### src/rtl/vout_fault_monitor.sv
module vout_fault_monitor #(
  parameter int W          = 12,
  parameter int FRAC_BITS  = 10,
  parameter int UV_SET_NUM = 840,
  parameter int UV_CLR_NUM = 870,
  parameter int OV_OFFSET  = 150,
  parameter int DAC_REL    = 50,
  parameter int FIX_REL    = 100,
  parameter int FIX_LEGACY = 1970,
  parameter int FIX_NEWER  = 1670
) (
  input  logic         clk,
  input  logic         rst_n,
  input  logic         en,
  input  logic [W-1:0] vsense_mv,
  input  logic [W-1:0] dac_mv,
  input  logic         ss_active,
  input  logic         ss_done,
  input  logic [1:0]   vid_mode,
  input  logic         nocpu_code,
  input  logic         oc_fault,
  output logic         uv_flag,
  output logic         ov_flag,
  output logic         pgood,
  output logic [1:0]   lgate_on,
  output logic         pwm3_low
);
  localparam int PW = W + FRAC_BITS;
  localparam int XW = W + 2;

  logic [PW-1:0] prod_set, prod_clr;
  logic [W-1:0]  uv_set_q, uv_clr_q;
  logic          uv_q, ov_q, src_fix_q, ss_ok_q;
  logic [XW-1:0] vs_x, dac_ov, fix_lvl, trip_lvl, rel_lvl;
  logic          fix_wins;

  assign prod_set = PW'(dac_mv) * PW'(UV_SET_NUM);
  assign prod_clr = PW'(dac_mv) * PW'(UV_CLR_NUM);

  always_ff @(posedge clk) begin
    if (!rst_n) begin
      uv_set_q <= '0;
      uv_clr_q <= '0;
    end else begin
      uv_set_q <= W'(prod_set >> FRAC_BITS);
      uv_clr_q <= W'(prod_clr >> FRAC_BITS);
    end
  end

  always_ff @(posedge clk) begin
    if (!rst_n)                          uv_q <= 1'b0;
    else if (!uv_q && vsense_mv < uv_set_q) uv_q <= 1'b1;
    else if (uv_q && vsense_mv > uv_clr_q)  uv_q <= 1'b0;
  end

  assign vs_x     = XW'(vsense_mv);
  assign dac_ov   = XW'(dac_mv) + XW'(OV_OFFSET);
  assign fix_lvl  = (vid_mode == 2'b00) ? XW'(FIX_LEGACY) : XW'(FIX_NEWER);
  assign fix_wins = ss_active && (fix_lvl > dac_ov);
  assign trip_lvl = fix_wins ? fix_lvl : dac_ov;
  assign rel_lvl  = src_fix_q ? (fix_lvl - XW'(FIX_REL)) : (dac_ov - XW'(DAC_REL));

  always_ff @(posedge clk) begin
    if (!rst_n) begin
      ov_q      <= 1'b0;
      src_fix_q <= 1'b0;
    end else if (!ov_q) begin
      if (vs_x > trip_lvl) begin
        ov_q      <= 1'b1;
        src_fix_q <= fix_wins;
      end
    end else if (vs_x < rel_lvl) begin
      ov_q <= 1'b0;
    end
  end

  always_ff @(posedge clk) begin
    if (!rst_n)                ss_ok_q <= 1'b0;
    else if (!en || nocpu_code) ss_ok_q <= 1'b0;
    else if (ss_done)          ss_ok_q <= 1'b1;
  end

  assign uv_flag  = uv_q;
  assign ov_flag  = ov_q;
  assign lgate_on = {2{ov_q}};
  assign pwm3_low = ov_q;
  assign pgood    = ss_ok_q & en & ~nocpu_code & ~oc_fault & ~uv_q & ~ov_q;

  a_r1_uv_set_below: assert property (@(posedge clk) disable iff (!rst_n)
    $rose(uv_q) |-> ($past(vsense_mv) < $past(uv_set_q)));

  a_r2_uv_clear_above: assert property (@(posedge clk) disable iff (!rst_n)
    $fell(uv_q) |-> ($past(vsense_mv) > $past(uv_clr_q)));

  a_r3_ov_trip_above: assert property (@(posedge clk) disable iff (!rst_n)
    $rose(ov_q) |-> ($past(vs_x) > $past(trip_lvl)));

  a_r5_ov_release_below: assert property (@(posedge clk) disable iff (!rst_n)
    $fell(ov_q) |-> ($past(vs_x) < $past(rel_lvl)));

  a_r5_source_held: assert property (@(posedge clk) disable iff (!rst_n)
    (ov_q && $past(ov_q)) |-> $stable(src_fix_q));

  a_r7_fault_drops_pg: assert property (@(posedge clk) disable iff (!rst_n)
    (uv_q || ov_q) |-> !pgood);

  a_r8_pg_needs_ss: assert property (@(posedge clk) disable iff (!rst_n)
    $rose(ss_ok_q) |-> $past(ss_done));
endmodule

### config.mk
export PLATFORM = sky130hd
export DESIGN_NAME = vout_fault_monitor
export DESIGN_NICKNAME = d
export VERILOG_FILES = /design/src/rtl/vout_fault_monitor.sv
export SDC_FILE = /design/constraint.sdc
export NUM_CORES = 1
export LEC_CHECK = 0
export CAP_MARGIN = 30
export CORE_MARGIN = 5
export CORE_UTILIZATION = 30
export DETAILED_ROUTE_END_ITERATION = 12
export GPL_TIMING_DRIVEN = 0
export SLEW_MARGIN = 20
export SYNTH_ARGS = -nofsm -noshare
export SYNTH_HDL_FRONTEND = slang
export SYNTH_SLANG_ARGS = --single-unit
export TNS_END_PERCENT = 10
### constraint.sdc
create_clock -name clk -period 14 [get_ports clk]
set_input_delay 2.8 -clock clk [delete_from_list [all_inputs] [get_ports clk]]
set_output_delay 2.8 -clock clk [all_outputs]
set_load 0.05 [all_outputs]
==> flow_summary.yaml, run 1 <==
status:
  outcome: "completed"
clocking:
  cts_resized: 0
  cts_tree: "done"
  ctsLongestPathBuffers: 2
  clock-sinks: 28
  clkLatencyLatePin_ns: 0.25
  numCtsBuffers: 3
  cts_hold_buf: 0
  clk_pin_slew_ns: 0.06
  cts-root-buf: "clkbuf_16"
  post-cts-setup-buffers: 0
  htree_num_levels: 1
power:
  leakage_nw: 3.15
  internal-power_mw: 0.411
  pwr_density_cell_nw_per_um2: 123
  power_frac_comb_pct: 77.0
  seq_power_share_pct: 15.2
  clkPwrFrac_pct: 7.8
  swShare_pct: 47.6
  ir_drop_mv: 0.0488
  p_sw_mw: 0.374
drt:
  first_iter_violations: 135
  wire_per_inst_um: 14.2
  antenna_left: 0
  firstDrtPassIters: 4
  via_count: 4377
  post-route-drc-count: 0
  vias_per_cell: 4.77
  drt_wl_total_um: 13000
layout:
  layout.nets: 897
  diodes: 0
  drive_above_1_share_pct: 3.66
  area_growth_pct: 13.2
  final_cells: 917
worst_setup_path:
  path_class: "primary input to primary output"
  endpoint_kind: "primary output"
  slowest_stage: "clkdlybuf4s50_1"
  critPathArrivalTime_ns: 4.88
  worst-path-max-fanout: 2
  cp-start-kind: "primary input"
  crit_chain: "clkdlybuf4s50_1 -> or4b_2 -> nor3b_1 -> clkdlybuf4s50_1"
  max_stage_delay_ns: 0.83
  required_ns: 11.20
  crit_top_cell: "clkdlybuf4s50_1"
floorplan:
  die_area_um2: 21700
  die-width_um: 147
  fp.dieH_um: 147
  initial_utilization_pct: 30.3
  core_um2: 18600
  num_io_pins: 39
  rows: 50
logic_synthesis:
  avgSynthCellArea_um2: 8.80
  syn_area_um2: 5650
  synth-async-reset-ratio_pct: 0
  synthCells: 642
  yosysWarnings: 0
  synth_ff_type: "dfxtp_1"
  ys_types: 69
  synth_seq_cells: 28
  synth_edf_count: 0
  ys_seq_area_share_pct: 9.92
  syn_nets: 854
global_routing:
  gr-usage-all-layers_pct: 12.1
  grt_max_degree: 15
  grt_pass1_vias: 4400
  grt_overflow: 0
  grt_pass1_wl_um: 21600
  antenna_found_initial: 0
hold_path:
  hold_path_class: "register to register"
timing:
  fmax_ghz: 0.130
  post-route-min-period_ns: 7.68
  worstMarginPinSlew_ns: 0.893
  slew_headroom_pct: 40.1
  setup_violations: 0
  tns_ns: 0
  rsz0062_at_grt: "no"
  final_hold_viol_count: 0
  period_share_pct: 54.8
  maxSlewViolCount: 0
  skew_ns: 0.00190
placement:
  portBuffers: 38
  gp_routability_congestion: 0.793
  dp_hpwl_um: 11600
  placed_cells: 914
job:
  cap_violations: 0
flip-flops by register name, indices dropped and copies added, names as in the netlist:
name and cells:
ov_flag 1, ss_ok_q 1, uv_set_q 12, src_fix_q 1
uv_flag 1, uv_clr_q 12
worst paths after layout:
path / slack (ns) / to / cells after the start / from
worst max-delay path: 6.32 / pgood / 4 / nocpu_code
worst min-delay path: 0.51 / ss_ok_q / 2 / ss_ok_q
worst max register to register: 11.69 / ov_flag / 9 / src_fix_q
worst min register to register: 0.51 / ss_ok_q / 2 / ss_ok_q
metrics by stage:
step	setup slack, ns	cell area [µm²]	utilization, %	hold WS [ns]	power, mW
6_report	6.32	6400	34.3	0.508	0.785
5_1_grt	6.20	6400	34.3	0.563	0.888
4_1_cts	6.32	6400	34.3	0.508	0.796
3_5_place_dp	6.29	6320	33.9	0.498	0.729
3_3_place_gp	6.29	6320	33.9	0.500	0.722
2_1_floorplan	6.61	5650	-	0.470	0.577
cells in the final DEF, fill, tap and decap left out, types with 5 or more instances in the layout:
cell / n
ha_1: 134
inv_1: 131
fa_1: 45
clkdlybuf4s50_1: 38
nor2_1: 33
a21oi_1: 29
dfxtp_1: 28
xnor2_1: 22
nand2_1: 21
o21ai_0: 19
a21o_1: 13
xor2_1: 11
nand3_1: 10
nand4_1: 9
o21a_1: 9
and2_1: 8
nand2b_1: 8
o211ai_1: 7
nor2b_1: 7
nor3_1: 7
and3_1: 6
mux2i_1: 5
worst max-delay path, delay by kind of cell:
kind | cells | cell delay, ns
AND/OR/NAND/NOR | 2 | 0.83
buffers and inverters | 2 | 1.25
synth_stat cells, types with 2 or more instances:
master	instances	area share, %
and2_1	8	0.89
a211oi_1	4	0.53
ha_1	134	30
o311a_1	2	0.35
a311o_1	2	0.35
nor2b_1	7	0.78
a21boi_1	2	0.27
and3_1	6	0.66
a21o_1	13	1.7
inv_1	131	8.7
or3_1	3	0.33
nand4_1	9	1.0
a21oi_1	29	2.6
nand2b_1	8	0.89
or4b_1	2	0.35
clkbuf_1	4	0.27
a211oi_2	2	0.44
nand3_1	10	0.89
o21ai_0	19	1.7
o21bai_1	4	0.53
o211ai_1	7	0.93
xnor2_1	22	3.4
buf_4	4	0.53
o21a_1	9	1.2
xor2_1	11	1.7
dfxtp_1	28	9.9
a221o_1	2	0.35
nor3b_1	4	0.53
nand2_1	21	1.4
a311oi_1	2	0.31
o21ai_1	4	0.35
a31oi_1	2	0.22
mux2i_1	5	0.89
a21boi_0	2	0.27
nor4_1	3	0.33
fa_1	45	16
o31ai_1	2	0.27
nor2_1	33	2.2
nor3_1	7	0.62
cell type report:
type	instances	area [µm²]
clock buffers	3	75.1
well taps	234	293
repair buffers	38	380
multi-input cells	473	4530
fillers	1979	12200
flip-flops and latches	28	561
inverters	131	492
plain buffers	10	61.3
routing by layer:
metal,up-vias,global-route usage [%],part of all wire (%)
li1,2272,-,-
met1,2025,16.6,49
met2,67,20.9,47
met3,13,0.987,2.7
met4,0,2.47,1.6
met5,-,0,0
power groups by stage:
stage | registers (mW) | logic (mW) | clock network [mW]
3_3_place_gp | 0.121 | 0.601 | 0
3_5_place_dp | 0.121 | 0.608 | 0
5_1_grt | 0.123 | 0.699 | 0.0663
6_report | 0.119 | 0.604 | 0.0613
2_1_floorplan | 0.124 | 0.453 | 0
4_1_cts | 0.119 | 0.614 | 0.0628
kinds of logic (layout without fill, tap and decap cells):
kind of cell,count (synthesis),in the layout,synth area share (%)
fa+ha+maj,179,179,45.6
mux,6,6,1.15
simple gates,129,129,12.1
compound gates,125,125,16.0
flops,28,28,9.92
buf+inv,141,182,9.79
xor+xnor,34,34,5.41
Note: power is estimated with default switching activity, not from simulation.
==> run 2: changes to the inputs <==
Clock period 14 ns to 7.1 ns, I/O delays scaled along.
==> results of run 2 <==
Same layout as run 1 (identical final DEF). Status: completed.
Among the figures that moved: setup slack after placement 6.29 ns -> 0.767 ns; setup slack after layout 6.32 ns -> 1.03 ns; start point of the critical path nocpu_code -> dac_mv[1]; end point of the critical path pgood -> src_fix_q; register-to-register setup slack 11.69 ns -> 4.79 ns; total power 0.785 mW -> 1.55 mW; worst IR drop on VDD 0.0488 mV -> 0.0963 mV
==> run 3: changes to the inputs <==
Settings changed: CORE_UTILIZATION 30 to 31.
==> flow_summary.yaml, run 3 (synthesis results as in run 1) <==
power:
  power_frac_comb_pct: 74.7
  leakage_nw: 3.17
  ir_drop_mv: 0.157
  seq_power_share_pct: 14.9
  swShare_pct: 46.7
  clkPwrFrac_pct: 10.4
  pwr_density_cell_nw_per_um2: 248
  internal-power_mw: 0.848
  p_sw_mw: 0.742
drt:
  firstDrtPassIters: 4
  via_count: 4351
  wire_per_inst_um: 14.6
  antenna_left: 0
  first_iter_violations: 141
  post-route-drc-count: 0
  vias_per_cell: 4.77
  drt_wl_total_um: 13400
clocking:
  clkLatencyLatePin_ns: 0.26
  post-cts-setup-buffers: 0
  numCtsBuffers: 3
  htree_num_levels: 1
  cts_resized: 0
  clock-sinks: 28
  cts_tree: "done"
  ctsLongestPathBuffers: 2
  cts-root-buf: "clkbuf_16"
  clk_pin_slew_ns: 0.07
  cts_hold_buf: 0
worst_setup_path:
  slowest_stage: "clkdlybuf4s50_1"
  worstRegToRegCells: 9
  max_stage_delay_ns: 0.60
  worst-path-max-fanout: 9
  path_class: "primary input to register"
  r2r_slack_ns: 4.73
  cp-start-kind: "primary input"
  crit_buf_inv: 8
  timing.rr.start: "src_fix_q"
  crit_chain: "clkdlybuf4s50_1 -> buf_6 -> inv_1 -> ha_1 -> buf_4 -> inv_1 -> fa_1 -> inv_1 -> ha_1 -> inv_1 -> fa_1 -> inv_1 -> ha_1 -> o21ai_1 -> a221o_1 -> a21boi_1 -> a311o_1 -> a22oi_2 -> or4b_1 -> o311ai_1"
  required_ns: 7.25
  endpoint_kind: "register"
  critPathArrivalTime_ns: 6.28
  timing.rr.end: "ov_flag"
  cp_top_family: "adder cells"
  crit_top_cell: "inv_1"
timing:
  final_hold_viol_count: 0
  post-route-min-period_ns: 6.13
  tns_ns: 0
  timing.hold.ws_ns: 0.496
  fmax_ghz: 0.163
  setup_violations: 0
  rsz0062_at_grt: "no"
  slew_headroom_pct: 37.4
  maxSlewViolCount: 0
  worstMarginPinSlew_ns: 0.933
  skew_ns: 0.00374
  period_share_pct: 86.4
layout:
  final_cells: 913
  reg_top3: "uv_clr_q x12, uv_set_q x12"
  layout_common_cells: "ha_1, inv_1, fa_1"
  area_growth_pct: 13.7
  drive_above_1_share_pct: 3.80
  layout_commonest_cell: "ha_1"
  layout.nets: 897
  fillers: 1838
  final_util_pct: 35.7
  diodes: 0
floorplan:
  die_area_um2: 21000
  initial_utilization_pct: 31.4
  rows: 49
  num_io_pins: 39
  die-width_um: 145
  fp.dieH_um: 145
  core_um2: 18000
placement:
  gp_routability_congestion: 0.842
  portBuffers: 38
  dp_hpwl_um: 11700
  placed_cells: 909
hold_path:
  whs_endpoint: "ss_ok_q"
  worstHoldStart: "ss_ok_q"
  whs_path_depth: 2
  hold_path_class: "register to register"
global_routing:
  grt_pass1_wl_um: 21700
  gr-usage-all-layers_pct: 12.4
  grt_overflow: 0
  grt_pass1_vias: 4300
  antenna_found_initial: 0
  grt_max_degree: 17
status:
  outcome: "completed"
job:
  cap_violations: 0
-- run 3: cell types whose count changed in the layout (fill, tap and decap cells not counted), sizes merged --
cell	change
bufinv	+1
-- run 3: power groups by stage --
stage / Clock (mW) / Sequential [mW] / Combinational [mW]
6_report: 0.166 / 0.236 / 1.19
5_1_grt: 0.174 / 0.243 / 1.37
4_1_cts: 0.168 / 0.237 / 1.20
3_5_place_dp: 0 / 0.241 / 1.20
3_3_place_gp: 0 / 0.239 / 1.19
2_1_floorplan: 0 / 0.245 / 0.893
-- run 3: worst register-to-register path, delay by kind of cell (launching register included) --
kind                     cells  cell delay [ns]
AO/OA/AOI/OAI                4             0.85
flip-flops                   1             0.32
AND/OR/NAND/NOR              2             0.21
buffers and inverters        2             0.58
adder cells (fa/ha/maj)      1             0.32
-- run 3: layout make-up --
| type | count | area [µm²] | area share (%) |
|---|---|---|---|
| Multi-Input combinational cell | 473 | 4530 | 70.6 |
| Sequential cell | 28 | 561 | 8.73 |
| Inverter | 131 | 492 | 7.66 |
| Timing Repair Buffer | 38 | 380 | 5.92 |
| Tap cell | 229 | 287 | 4.46 |
| Clock buffer | 3 | 75.1 | 1.17 |
| Buffer | 10 | 61.3 | 0.955 |
| Clock inverter | 1 | 30.0 | 0.468 |
-- run 3: layer usage --
layer / vias up / wire, µm / global-route usage [%]
li1: 2273 / - / -
met1: 2021 / 6560 / 17.4
met2: 53 / 6470 / 21.7
met3: 4 / 270 / 0.811
met4: 0 / 53 / 1.65
met5: - / 0 / 0
-- run 3: worst max-delay path by stage --
stage	start	to	slack, ns	depth (start not counted)
after floorplan	dac_mv[1]	uv_set_q[11]	1.77	19
after global placement	dac_mv[1]	uv_set_q[11]	0.75	20
after detailed placement	dac_mv[1]	uv_set_q[11]	0.67	20
after CTS	dac_mv[1]	uv_set_q[11]	0.93	20
after global routing	dac_mv[1]	src_fix_q	0.60	22
final	dac_mv[1]	uv_set_q[11]	0.97	20
-- run 3: through the flow --
stage / power (mW) / area [µm²] / setup slack [ns]
after floorplan: 1.14 / 5650 / 1.77
after detailed placement: 1.44 / 6310 / 0.666
after global routing: 1.79 / 6420 / 0.602
after global placement: 1.43 / 6310 / 0.749
final: 1.59 / 6420 / 0.967
after CTS: 1.61 / 6420 / 0.935
